--- config.mk ---
export PLATFORM = sky130hd
export DESIGN_NAME = slope_trig_gen
export DESIGN_NICKNAME = d
export VERILOG_FILES = /design/src/rtl/slope_trig_pkg.sv /design/src/rtl/slope_trig_acc.sv /design/src/rtl/slope_trig_ctrl.sv /design/src/rtl/slope_trig_gen.sv
export SDC_FILE = /design/constraint.sdc
export NUM_CORES = 1
export LEC_CHECK = 0
export ABC_AREA = 1
export BUFFER_PORTS_ARGS = -buffer_cell sky130_fd_sc_hd__buf_2
export CORE_ASPECT_RATIO = 0.7
export CORE_MARGIN = 1
export CORE_UTILIZATION = 45
export CTS_CLUSTER_SIZE = 12
export DETAILED_ROUTE_END_ITERATION = 8
export MAX_ROUTING_LAYER = met4
export PLACE_DENSITY = 0.73
export REMOVE_ABC_BUFFERS = 1
export SLEW_MARGIN = 0
export SYNTH_ARGS = -nofsm -noshare
export SYNTH_HDL_FRONTEND = slang
export SYNTH_SLANG_ARGS = --single-unit
--- constraint.sdc ---
create_clock -name clk -period 3.32 [get_ports clk]
set_clock_uncertainty 0.05 [all_clocks]
set_input_delay 0.332 -clock clk [delete_from_list [all_inputs] [get_ports clk]]
set_output_delay 0.332 -clock clk [all_outputs]
set_load 0.01 [all_outputs]
--- src/rtl/slope_trig_pkg.sv ---
package slope_trig_pkg;
  typedef struct packed {
    logic load;        // reload threshold from base + step
    logic baseFromCnt; // base is the current count (else zero)
    logic advance;     // move threshold forward by one step
    logic disarm;      // stop compare stepping
  } accCmd_t;
endpackage

--- src/rtl/slope_trig_acc.sv ---
module slope_trig_acc
  import slope_trig_pkg::*;
#(
  parameter int CNT_W = 16
) (
  input  logic             clk,
  input  logic             rst_n,
  input  accCmd_t          cmd,
  input  logic [CNT_W-1:0] cnt,
  input  logic [CNT_W-1:0] period,
  input  logic [CNT_W-1:0] cmp2Val,
  output logic             cmpHit
);
  localparam int ACC_W = CNT_W + 1;

  logic [ACC_W-1:0] thr, nextThr, base, stepExt, perExt;
  logic armed, nextArmed;

  assign stepExt = {1'b0, cmp2Val};
  assign perExt  = {1'b0, period};
  assign base    = cmd.baseFromCnt ? {1'b0, cnt} : '0;

  always_comb begin
    nextThr   = thr;
    nextArmed = armed;
    if (cmd.load) begin
      nextThr   = base + stepExt;
      nextArmed = (cmp2Val != '0) && (nextThr <= perExt);
    end else if (cmd.advance) begin
      nextThr   = thr + stepExt;
      nextArmed = (nextThr <= perExt);
    end else if (cmd.disarm) begin
      nextArmed = 1'b0;
    end
  end

  always_ff @(posedge clk or negedge rst_n) begin
    if (!rst_n) begin
      thr   <= '0;
      armed <= 1'b0;
    end else begin
      thr   <= nextThr;
      armed <= nextArmed;
    end
  end

  assign cmpHit = armed && (thr == {1'b0, cnt});

  // a zero step at reload can never produce a match afterwards
  a_r9_zero_step_idle: assert property (@(posedge clk) disable iff (!rst_n)
    (cmd.load && cmp2Val == '0) |=> !cmpHit);

  // a disarm command without reload silences the compare
  a_r10_disarm_quiet: assert property (@(posedge clk) disable iff (!rst_n)
    (cmd.disarm && !cmd.load && !cmd.advance) |=> !cmpHit);
endmodule

--- src/rtl/slope_trig_ctrl.sv ---
module slope_trig_ctrl
  import slope_trig_pkg::*;
(
  input  logic    clk,
  input  logic    rst_n,
  input  logic    enable,
  input  logic    rstFromSet,
  input  logic    stepFromReset,
  input  logic    rollOver,
  input  logic    out1Set,
  input  logic    out1Rst,
  input  logic    cmpHit,
  output accCmd_t cmd,
  output logic    rstTrg,
  output logic    stepTrg
);
  logic rstEvt, cmpStep, stepEvt;

  assign rstEvt  = enable && (rstFromSet ? out1Set : rollOver);
  assign cmpStep = enable && !stepFromReset && cmpHit && !rollOver && !rstEvt;
  assign stepEvt = enable && !rstEvt && (stepFromReset ? out1Rst : cmpStep);

  always_comb begin
    cmd.load        = rstEvt;
    cmd.baseFromCnt = rstFromSet;
    cmd.advance     = cmpStep;
    cmd.disarm      = !enable || (rstFromSet && rollOver);
  end

  always_ff @(posedge clk or negedge rst_n) begin
    if (!rst_n) begin
      rstTrg  <= 1'b0;
      stepTrg <= 1'b0;
    end else begin
      rstTrg  <= rstEvt;
      stepTrg <= stepEvt;
    end
  end

  // the two strobes never coincide
  a_r8_reset_wins: assert property (@(posedge clk) disable iff (!rst_n)
    !(rstTrg && stepTrg));

  // nothing comes out while disabled
  a_r10_silent_when_off: assert property (@(posedge clk) disable iff (!rst_n)
    !enable |=> (!rstTrg && !stepTrg));

  // a roll-over blocks any compare step in its cycle
  a_r6_rollover_drops: assert property (@(posedge clk) disable iff (!rst_n)
    (enable && !stepFromReset && rollOver) |=> !stepTrg);

  // roll-over reset follows one clock later
  a_r1_rollover_reset: assert property (@(posedge clk) disable iff (!rst_n)
    (enable && !rstFromSet && rollOver) |=> rstTrg);

  // out1 reset step follows when no reset competes
  a_r3_follow_out1_reset: assert property (@(posedge clk) disable iff (!rst_n)
    (enable && stepFromReset && out1Rst && !rstFromSet && !rollOver) |=> stepTrg);
endmodule

--- src/rtl/slope_trig_gen.sv ---
module slope_trig_gen
  import slope_trig_pkg::*;
#(
  parameter int CNT_W = 16
) (
  input  logic             clk,
  input  logic             rst_n,
  input  logic             enable,
  input  logic             rstFromSet,
  input  logic             stepFromReset,
  input  logic [CNT_W-1:0] cnt,
  input  logic [CNT_W-1:0] period,
  input  logic [CNT_W-1:0] cmp2Val,
  input  logic             rollOver,
  input  logic             out1Set,
  input  logic             out1Rst,
  output logic             dacRstTrg,
  output logic             dacStepTrg
);
  accCmd_t cmd;
  logic    cmpHit;

  slope_trig_ctrl u_ctrl (
    .clk(clk), .rst_n(rst_n), .enable(enable), .rstFromSet(rstFromSet),
    .stepFromReset(stepFromReset), .rollOver(rollOver), .out1Set(out1Set),
    .out1Rst(out1Rst), .cmpHit(cmpHit), .cmd(cmd),
    .rstTrg(dacRstTrg), .stepTrg(dacStepTrg)
  );

  slope_trig_acc #(.CNT_W(CNT_W)) u_acc (
    .clk(clk), .rst_n(rst_n), .cmd(cmd), .cnt(cnt), .period(period),
    .cmp2Val(cmp2Val), .cmpHit(cmpHit)
  );
endmodule

Word-level counts from Yosys, hierarchy flattened --
Index checks and enable logic that the tools add are counted.
Word-level totals: flip-flop bits (word level) 20, logic and storage cells 35, input port bits 56, output and inout port bits 2
Cells by class: multiplexer cells 8, add/sub/neg operators 2, magnitude comparators 2, reductions and logical operators 18, equal/unequal tests 1
Operators by type and width (count):
- $add 17x16->17 | 2
- $le 17x16->1 | 2
- $mux 17 | 2
- $eq 17x16->1 | 1
- $mux 16 | 1
- $reduce_bool 16->1 | 1
- $logic_and 1x1->1 | 10
- $mux 1 | 5
- $logic_not 1->1 | 4
- $reduce_bool 3->1 | 1
- $reduce_bool 2->1 | 1
- $logic_or 1x1->1 | 1

Longest topological paths before layout --
Gate-level depths: netlist (run 1).
depth in word-level cells 7, mapped depth 25, mapped depth without buffers 24

By module --
From an unflattened synthesis (run 1), not the netlist that was laid out.
Second synthesis, totals: cell total of the unflattened synthesis 577, area, all modules 3799.9 um2
By module, submodules not included:
- slope_trig_acc | cells each 558, times used 1, sequential area each 450.4 um2, area each 3661.0 um2
- slope_trig_ctrl | cells each 19, times used 1, sequential area each 50.0 um2, area each 138.9 um2

Worst setup path after synthesis (run 1) --
No wires, ideal clock.
path kind input to register, start point in rstFromSet, end point reg u_acc.armed, data arrival time 2.904 ns, data required time 3.146 ns, slack 0.242 ns, buffers on the path 2, library setup time 0.124 ns, stages on the path 20, cells stage by stage buf_4 -> clkbuf_1 -> nand2_1 -> inv_1 -> ha_1 -> a21oi_1 -> o21ai_0 -> a311oi_1 -> o21ai_0 -> xor2_1 -> ha_1 -> nand2_1 -> nor3b_1 -> nand2_1 -> nand2_1 -> nand2_1 -> nand2_1 -> nand2_1 -> nand3_1 -> a21oi_1
On the way: cells in the longest elaborated chain, start to end 6, elaborated cells between the ends (all ways) 13, classes of those cells 1 x add/sub; 1 x order compare; 4 x mux; 7 x reduce/logical
RTL lines:
- from (decl) | line slope_trig_gen.sv:9 | input logic rstFromSet,
- branches (longest 6 deep; another with $add 17x16->17)
- to (signal assigned) | line slope_trig_acc.sv:43 | armed <= nextArmed;
- to (decl) | line slope_trig_acc.sv:17 | logic armed, nextArmed;
Several ways; the timed one is not identified. A chain may end at the register's enable or synchronous reset.

Worst setup path in the final report (run 1) --
start point reg u_acc.thr[5], end point reg u_acc.armed
On the way: cells in the longest elaborated chain, start to end 7, elaborated cells between the ends (all ways) 10, classes of those cells 1 x add/sub; 1 x order compare; 1 x eq/ne; 2 x mux; 5 x reduce/logical
RTL lines:
- from (decl) | line slope_trig_acc.sv:16 | logic [ACC_W-1:0] thr, nextThr, base, stepExt, perExt;
- from (signal assigned) | line slope_trig_acc.sv:42 | thr <= nextThr;
- branches (longest 7 deep; another with $add 17x16->17)
Several ways; the timed one is not identified.

==> results of run 1 <==
worst min-delay path by stage:
stage               start        endpoint  slack [ns]  cells after the start
finish              rst_n    u_acc.thr[2]      -0.009                      1
detailed placement  rst_n    u_acc.thr[2]        0.30                      1
global placement    rst_n    u_acc.thr[2]        0.29                      1
CTS                 rst_n    u_acc.thr[2]        0.02                      1
floorplan           rst_n     u_acc.armed       -0.01                      0
global route        rst_n  u_ctrl.stepTrg        0.03                      1
what timing repair did:
action / CTS / global route
gates resized for setup: 0 / 33
setup buffers: 0 / 5
hold endpoints to repair: 0 / 0
setup endpoints to repair: 0 / 1
per-layer routing:
layer | wire length (um) | part of all wire, %
met4 | 82 | 0.63
met1 | 6490 | 50
met3 | 1160 | 9.0
met2 | 5230 | 40
met5 | 0 | 0
stage by stage:
step,std cells,worst slack [ns],utilization (%),hold slack [ns]
2_1_floorplan,567,0.449,-,-0.0136
4_1_cts,748,0.104,55.6,0.0175
3_3_place_gp,744,0.0179,54.3,0.292
3_5_place_dp,744,-0.0240,54.3,0.302
6_report,752,0.143,58.2,-0.00852
5_1_grt,752,-0.0659,58.2,0.0306
critical path, delay by kind of cell, from the launching register on:
kind	cells	cell delay, ns
AND/OR/NAND/NOR	13	1.03
buffers and inverters	1	0.15
adder cells (fa/ha/maj)	2	0.72
AO/OA/AOI/OAI	3	0.43
XOR/XNOR	1	0.19
flip-flops	1	0.47
state kept, by name, summed over array words and instances (netlist names):
name,flops
u_ctrl.stepTrg,1
u_ctrl.rstTrg,1
u_acc.thr,17
u_acc.armed,1
report_power, final:
part	leakage, nW	internal, mW	switching [mW]
combinational	2.30	0.724	1.07
sequential	0.248	0.301	0.0685
clock	0.0511	0.240	0.115
total	2.60	1.26	1.26
logic make-up (layout without fill, tap and decap cells):
| logic type | Yosys count | count (layout) | share of synthesized area, % |
|---|---|---|---|
| and+or+nand+nor | 272 | 272 | 32.4 |
| adders and majority gates | 66 | 66 | 21.7 |
| DFF | 20 | 20 | 12.9 |
| buffers and inverters | 96 | 176 | 9.68 |
| AOI/OAI and AO/OA | 87 | 87 | 15.2 |
| xor gates and xnor gates | 29 | 29 | 7.52 |
| muxes | 1 | 1 | 0.581 |
placed cells by master (no fill, tap or decap), types with 4 or more instances in the layout:
master,netlist,layout
nand2_2,13,18
o21ai_1,6,7
xor2_2,5,7
buf_2,1,57
ha_1,64,58
a21oi_1,39,36
dfrtp_1,20,20
inv_1,87,86
inv_2,3,4
nand3_2,4,4
xor2_1,16,12
nor4_1,6,5
xnor2_1,8,7
nand3_1,25,25
ha_4,0,4
buf_4,1,22
nand4_1,12,12
or2_1,5,5
nand2_1,142,137
nor2_1,45,43
a21oi_2,1,4
o21ai_0,10,9
nor3_1,6,5
cell type report:
cell class              count  area, um2  area share, %
inverters                  92        348           7.37
clock buffers               3       75.1           1.59
clock inverters             1       30.0          0.636
well taps                 101        126           2.68
multi-input cells         455       3180           67.4
repair buffers             80        462           9.78
flip-flops and latches     20        500           10.6
==> impl_metrics.json, run 1 <==
{
  "outcome": "complete, but fails checks",
  "violations": "negative hold slack",
  "timing_worst_setup_path_type": "reg -> reg",
  "yosysUniqueCellTypes": 56,
  "r2r_start": "u_acc.thr[5]",
  "max_stage_delay_ns": 0.47,
  "viasPerCell": 5.53,
  "nNetsFinal": 774,
  "max-clock-path-buffers": 2,
  "wl_mm": 13.0,
  "grt.busiest_layer": "met2",
  "first_global_vias": 3911,
  "dp.final_hpwl_mm": 10.7,
  "vias": 4158,
  "final_antenna_net_count": 0,
  "cpMaxStageDelayCell": "dfrtp_1",
  "synthesis.area_um2": 3880,
  "drv_slew": 0,
  "met1_usage_pct": 44.2,
  "rrSetupSlack_ns": 0.14,
  "num_antenna_cells": 0,
  "pwr_density_cell_nw_per_um2": 534,
  "path_cells": "ha_1 -> a21o_1 -> nand3_1 -> nand3_2 -> xor2_1 -> buf_4 -> ha_1 -> nand2_2 -> nor2_2 -> nand3_1 -> nand4_1 -> nand2_1 -> nand2_1 -> nand2_1 -> nand2_1 -> nand2_1 -> nand2_1 -> nand2_2 -> a21oi_2 -> a21oi_1",
  "drtPass1Iterations": 5,
  "hold_viol_final": 5,
  "max_freq_mhz": 315,
  "fill_cells": 766,
  "ir_drop_uv": 302,
  "cp_data_arrival_time_ns": 3.28,
  "avgRoutedWirePerCell_um": 17.2,
  "hold_buffers": 0,
  "setup_viol": 0,
  "die_height_um": 79.7,
  "tightest_slew_ns": 0.553,
  "synth_edf_count": 0,
  "grt-ovfl-total": 0,
  "path_max_fanout": 5,
  "post-synth-top-count-cell": "nand2_1",
  "min_path_type": "in -> async",
  "p_leak_nw": 2.60,
  "synthCells": 571,
  "clk_latency_ns": 0.27,
  "crit_top_cell": "nand2_1",
  "maxSlewHeadroom_pct": 63.1,
  "ys_seq_elements": 20,
  "portBuffers": 57,
  "syn2layout_area_growth_pct": 21.8,
  "dieArea_um2": 8990,
  "core_um2": 8110,
  "drc_errors": 0,
  "drive_above_1_share_pct": 24.7,
  "cp_data_required_time_ns": 3.42,
  "yosys.area.top_type_share_pct": 20.7,
  "cts-root-buf": "clkbuf_16",
  "grt_first_pass_wirelength_mm": 20.4,
  "cp-end-kind": "flop",
  "power.total_mw": 2.52,
  "start_util_pct": 47.8,
  "placed_area_um2": 4400,
  "finalSetupTns_ns": 0,
  "ys_warn_count": 0,
  "cp-start-kind": "flop",
  "gp_congestion": 1.00,
  "grt_util_met2_pct": 46.4,
  "timing.hold.ws_ns": -0.00852,
  "cts-buffers-inserted": 3,
  "crit_start": "u_acc.thr[5]",
  "clk_pin_slew_ns": 0.07,
  "drt-initial-drc-count": 316,
  "grtUsageTotal_pct": 30.8,
  "drv_cap": 0,
  "cts-htree-levels": 1,
  "yosysSeqAreaShare_pct": 12.9,
  "die_w_um": 113,
  "synthTopCellsByCount": "nand2_1, inv_1, ha_1",
  "yosys-top-cells-area": "ha_1, nand2_1, dfrtp_1, inv_1, a21oi_1",
  "syn_area_per_cell_um2": 6.79,
  "synth_flop_cell": "dfrtp_1",
  "finalCritPeriodShare_pct": 95.7,
  "fin_crit_ns": 3.18,
  "io_pins": 58,
  "antenna_found_initial": 0,
  "r2r_cells": 20,
  "cts_sinks": 20,
  "async_reset_ff_share_pct": 100,
  "grt_max_degree": 21,
  "rows": 27,
  "met3_usage_pct": 5.77,
  "endpoint": "u_acc.armed",
  "tritoncts": "done",
  "synth_top_area_cell": "ha_1",
  "timing.rr.end": "u_acc.armed",
  "final_cell_area_um2": 4720
}
No activity file was read; power rests on OpenSTA's default activity.
==> run 2: changes to the inputs <==
- ABC_AREA: 1 -> 0
- PLACE_DENSITY: 0.73 -> 0.67
==> impl_metrics.json, run 2 <==
{
  "final_cell_mix": "buf_4, ha_1, buf_2",
  "yosys.area.top_type_share_pct": 22.4,
  "synthesis.area_um2": 3570,
  "post-synth-top-count-cell": "ha_1",
  "dieArea_um2": 8310,
  "synth_top_area_cell": "ha_1",
  "yosysSeqAreaShare_pct": 14.0,
  "setup_viol": 1,
  "synthCells": 442,
  "cp_data_required_time_ns": 3.48,
  "synth_flop_cell": "dfrtp_1",
  "fill_cells": 622,
  "synthTopCellsByCount": "ha_1, a21oi_1",
  "pwr_density_cell_nw_per_um2": 465,
  "cts-htree-levels": 1,
  "grt-ovfl-total": 0,
  "min_path_type": "in -> async",
  "die_w_um": 109,
  "largest_register_ffs": 17,
  "final_antenna_net_count": 0,
  "drc_errors": 1,
  "fin_crit_ns": 3.80,
  "yosysUniqueCellTypes": 57,
  "ys_seq_elements": 20,
  "tritoncts": "done",
  "die_height_um": 76.6,
  "synth_edf_count": 0,
  "rows": 26,
  "cp_data_arrival_time_ns": 3.96,
  "timing_worst_setup_path_type": "reg -> reg",
  "grt_max_degree": 26,
  "path_max_fanout": 4,
  "p_leak_nw": 2.53,
  "cts-root-buf": "clkbuf_16",
  "nNetsFinal": 724,
  "async_reset_ff_share_pct": 100,
  "portBuffers": 57,
  "ys_warn_count": 0,
  "cp-end-kind": "flop",
  "dp.final_hpwl_mm": 10.1,
  "core_um2": 7480,
  "clk_latency_ns": 0.26,
  "fin_util_pct": 66.8,
  "wl_mm": 12.2,
  "grtUsageTotal_pct": 30.2,
  "drt-initial-drc-count": 256,
  "cts-buffers-inserted": 3,
  "syn2layout_area_growth_pct": 39.9,
  "drv_slew": 0,
  "largest_register": "u_acc.thr",
  "max_freq_mhz": 263,
  "drive_above_1_share_pct": 35.3,
  "viasPerCell": 5.71,
  "timing.rr.end": "u_acc.armed",
  "syn_area_per_cell_um2": 8.09,
  "tightest_slew_ns": 0.652,
  "ir_drop_uv": 372,
  "drtPass1Iterations": 9,
  "final_common_cell": "buf_4",
  "maxSlewHeadroom_pct": 56.2,
  "rrSetupSlack_ns": -0.48,
  "finalSetupTns_ns": -0.480,
  "drv_cap": 0,
  "yosys-top-cells-area": "ha_1, dfrtp_1, xnor2_1, a21oi_1, o21ai_0",
  "hold_buffers": 0,
  "setup_ws_ns": -0.480,
  "clk_pin_slew_ns": 0.06,
  "cp-start-kind": "flop",
  "io_pins": 58,
  "violations": "design-rule violations, negative setup slack",
  "num_antenna_cells": 0,
  "antenna_found_initial": 0,
  "r2r_start": "u_acc.thr[0]",
  "hold_viol_final": 0,
  "vias": 3994,
  "start_util_pct": 47.8,
  "max-clock-path-buffers": 2,
  "gp_congestion": 0.968,
  "r2r_cells": 17,
  "grt_first_pass_wirelength_mm": 18.9,
  "outcome": "complete, but fails checks",
  "finalCritPeriodShare_pct": 114,
  "avgRoutedWirePerCell_um": 17.5,
  "first_global_vias": 3801,
  "rsz0062_at_grt": "yes",
  "power.total_mw": 2.33,
  "cts_sinks": 20
}
[run 2: cell types whose count changed after synthesis, moves of 8 or more]
cell / change
o21ai_0: +19
inv_1: -58
a21o_1: +8
and3_1: +9
xnor2_1: +21
nor2_1: -20
nor2b_1: +8
nand2_2: -13
and2_1: +18
nand2_1: -113
mux2i_1: +11
nand3_1: -13
[run 2: cell type report]
| type | count | area (um2) | area share (%) |
|---|---|---|---|
| Sequential cell | 20 | 500 | 10.0 |
| Tap cell | 98 | 123 | 2.45 |
| Inverter | 29 | 109 | 2.18 |
| Timing Repair Buffer | 164 | 1100 | 22.0 |
| Clock buffer | 4 | 88.8 | 1.78 |
| Multi-Input combinational cell | 384 | 3080 | 61.6 |
[run 2: worst max-delay path by stage]
stage / slack (ns) / startpoint / end / depth (start not counted)
2_1_floorplan: -0.37 / cnt[0] / u_acc.armed / 17
3_3_place_gp: -0.78 / cnt[0] / u_acc.armed / 18
3_5_place_dp: -0.89 / cnt[0] / u_acc.armed / 18
4_1_cts: -0.43 / rstFromSet / u_acc.armed / 18
5_1_grt: -0.62 / u_acc.thr[0] / u_acc.armed / 17
6_report: -0.48 / u_acc.thr[0] / u_acc.armed / 17
[run 2: worst max-delay path: stages, from the launching register on]
cell and delay [ns]:
dfrtp_1 0.39, ha_2 0.20, inv_2 0.06, fa_2 0.25, nor2b_4 0.05, o31a_1 0.36
o41ai_4 0.39, a31oi_2 0.19, a31oi_1 0.20, xor2_1 0.20, inv_1 0.10, ha_4 0.29
buf_6 0.09, nand4_1 0.11, nor4_2 0.32, a211oi_2 0.08, nor4_2 0.26, a21o_1 0.13
[run 2: per-layer routing]
layer	wire length, um	up-vias	track usage [%]
met5	0	-	-
li1	-	1943	-
met4	113	0	5.14
met2	5370	169	44.5
met3	969	10	4.88
met1	5780	1872	43.5
[run 2: kinds of logic after synthesis]
logic type	share of synthesized area, %
flip-flops	14.0
AND/OR/NAND/NOR	21.9
XOR/XNOR	10.0
buffers and inverters	4.27
multiplexers	5.29
adder cells (fa/ha/maj)	23.5
AO/OA/AOI/OAI	20.9
[run 2: metrics by stage]
step | hold WS (ns) | setup WS [ns] | area (um2) | std cells
6_report | 0.000720 | -0.480 | 5000 | 699
5_1_grt | 0.0322 | -0.618 | 5000 | 699
4_1_cts | 0.0181 | -0.426 | 4890 | 696
3_5_place_dp | 0.296 | -0.889 | 4690 | 688
3_3_place_gp | 0.304 | -0.782 | 4690 | 688
2_1_floorplan | -0.0136 | -0.372 | 3530 | 433
[run 2: repair_timing]
action,4_1_cts,5_1_grt
buffers inserted,4,3
gates cloned,0,0
resized for setup,16,16
setup endpoints to repair,1,1
pin swaps,14,16
[run 2: report_power, final]
part	internal, mW	total (mW)	switching [mW]
combinational	0.857	1.69	0.836
sequential	0.296	0.340	0.0447
clock	0.185	0.294	0.109
==> run 3: changes to the inputs <==
- ABC_AREA: 0 -> 1
- GPL_TIMING_DRIVEN: not set -> 0
- PLACE_DENSITY: 0.67 -> 0.66
==> impl_metrics.json, run 3 (synthesis results as in run 1) <==
{
  "outcome": "completed",
  "p_leak_nw": 2.55,
  "drv_slew": 0,
  "tritoncts": "done",
  "avgRoutedWirePerCell_um": 17.2,
  "dp_cells": 725,
  "final_antenna_net_count": 0,
  "fin_util_pct": 57.2,
  "gp_congestion": 0.929,
  "die_w_um": 113,
  "rows": 27,
  "nNetsFinal": 760,
  "dp.final_hpwl_mm": 10.3,
  "maxSlewHeadroom_pct": 62.4,
  "dieArea_um2": 8990,
  "internal_power_mw": 1.13,
  "finalSetupTns_ns": 0,
  "syn2layout_area_growth_pct": 19.7,
  "cpMaxStageDelayCell": "dfrtp_1",
  "p_comb_share_pct": 71.7,
  "path_cells": "ha_2 -> inv_1 -> fa_2 -> nand3b_1 -> nand2_2 -> nand2_2 -> nand3_4 -> nand2_1 -> nand2_4 -> nand3_1 -> nand2_2 -> xor2_4 -> ha_4 -> nand2_2 -> nor4_2 -> nand3_1 -> nand2_2 -> a21oi_1 -> a21oi_2",
  "drive_above_1_share_pct": 23.5,
  "die_height_um": 79.7,
  "max_freq_mhz": 316,
  "r2r_start": "u_acc.thr[0]",
  "grtUsageTotal_pct": 29.9,
  "antenna_found_initial": 0,
  "largest_register": "u_acc.thr",
  "pwr_density_cell_nw_per_um2": 507,
  "hold_buffers": 0,
  "min_path_type": "in -> async",
  "wl_mm": 12.7,
  "fill_cells": 808,
  "first_global_vias": 3857,
  "final_cell_mix": "nand2_1, inv_1, ha_1",
  "viasPerCell": 5.49,
  "grt_max_degree": 21,
  "cp-end-kind": "flop",
  "cp_data_arrival_time_ns": 3.31,
  "cp_data_required_time_ns": 3.46,
  "timing.hold.ws_ns": 0.00820,
  "drc_errors": 0,
  "p_clk_share_pct": 12.6,
  "drt-initial-drc-count": 338,
  "vias": 4055,
  "rrSetupSlack_ns": 0.15,
  "crit_start": "u_acc.thr[0]",
  "drv_cap": 0,
  "grt-ovfl-total": 0,
  "grt_first_pass_wirelength_mm": 19.9,
  "core_um2": 8110,
  "power.share.switching_pct": 51.9,
  "clk_pin_slew_ns": 0.07,
  "path_max_fanout": 3,
  "tightest_slew_ns": 0.565,
  "cts-root-buf": "clkbuf_16",
  "cts_sinks": 20,
  "clk_latency_ns": 0.26,
  "finalCritPeriodShare_pct": 95.4,
  "crit_top_cell": "nand2_2",
  "switchingPower_mw": 1.22,
  "timing.rr.end": "u_acc.armed",
  "portBuffers": 57,
  "fin_crit_ns": 3.17,
  "io_pins": 58,
  "hold_viol_final": 0,
  "cts-buffers-inserted": 3,
  "multi_input_area_um2": 3220,
  "start_util_pct": 47.8,
  "endpoint": "u_acc.armed",
  "stdcell_count": 738,
  "cts-htree-levels": 1,
  "seqPwrFrac_pct": 15.6,
  "drtPass1Iterations": 5,
  "r2r_cells": 19,
  "max-clock-path-buffers": 2,
  "timing_worst_setup_path_type": "reg -> reg",
  "setup_viol": 0,
  "seq_area_um2": 500,
  "max_stage_delay_ns": 0.36,
  "ir_drop_uv": 258,
  "largest_register_ffs": 17,
  "num_antenna_cells": 0,
  "final_common_cell": "nand2_1",
  "cp-start-kind": "flop"
}
[run 3: cell count changes in the layout (fill, tap and decap cells not counted), moves of 14 or more]
cell     delta
and2_1     -17
buf_4      -97
inv_1      +59
nand2_1   +106
nand2_2    +18
nand3_1    +14
nor2_1     +18
o21ai_0    -18
xnor2_1    -22
[run 3: worst max-delay path, delay by kind of cell (launching register included)]
kind            cells  cell delay [ns]
fa+ha+maj           3             0.72
xor+xnor            1             0.25
compound gates      2             0.20
flops               1             0.36
simple gates       12             1.47
buf+inv             1             0.05
[run 3: timing repair]
action                     in CTS  in global routing
resized for setup               5                 37
setup endpoints to repair       1                  1
setup buffers                   1                  8
pin swaps                       0                 17
[run 3: worst min-delay path by stage]
stage / end / slack, ns / cells after the start / startpoint
2_1_floorplan: u_acc.armed / -0.01 / 0 / rst_n
6_report: u_acc.thr[2] / 0.008 / 1 / rst_n
3_3_place_gp: u_acc.thr[2] / 0.30 / 1 / rst_n
3_5_place_dp: u_acc.thr[2] / 0.30 / 1 / rst_n
4_1_cts: u_acc.thr[2] / 0.02 / 1 / rst_n
5_1_grt: u_acc.thr[2] / 0.03 / 1 / rst_n
[run 3: layout make-up]
cell class / instances / share of cell area [%]
flip-flops and latches: 20 / 10.8
well taps: 101 / 2.72
multi-input cells: 455 / 69.3
repair buffers: 66 / 7.74
inverters: 92 / 7.52
clock buffers: 4 / 1.91
[run 3: power by group through the flow]
stage | combinational [mW] | clock (mW) | sequential, mW
6_report | 1.69 | 0.298 | 0.367
5_1_grt | 1.89 | 0.298 | 0.373
4_1_cts | 1.51 | 0.298 | 0.362
3_5_place_dp | 1.48 | 0 | 0.367
3_3_place_gp | 1.44 | 0 | 0.366
2_1_floorplan | 1.07 | 0 | 0.345
[run 3: stage by stage]
step	cell area, um2	setup slack (ns)	power, mW
3_3_place_gp	4260	-0.293	1.81
5_1_grt	4640	-0.0473	2.56
6_report	4640	0.154	2.35
2_1_floorplan	3850	0.449	1.41
3_5_place_dp	4260	-0.375	1.84
4_1_cts	4380	0.0101	2.17
[run 3: routing by layer]
layer  part of all wire [%]  track usage [%]  wire, um  vias to the layer above
met5                      0                -         0                        -
met4                   0.48             2.50        61                        0
met3                    8.6             6.07      1090                        6
met2                     41             44.9      5150                      146
met1                     50             42.8      6380                     1883
li1                       -                -         -                     2020
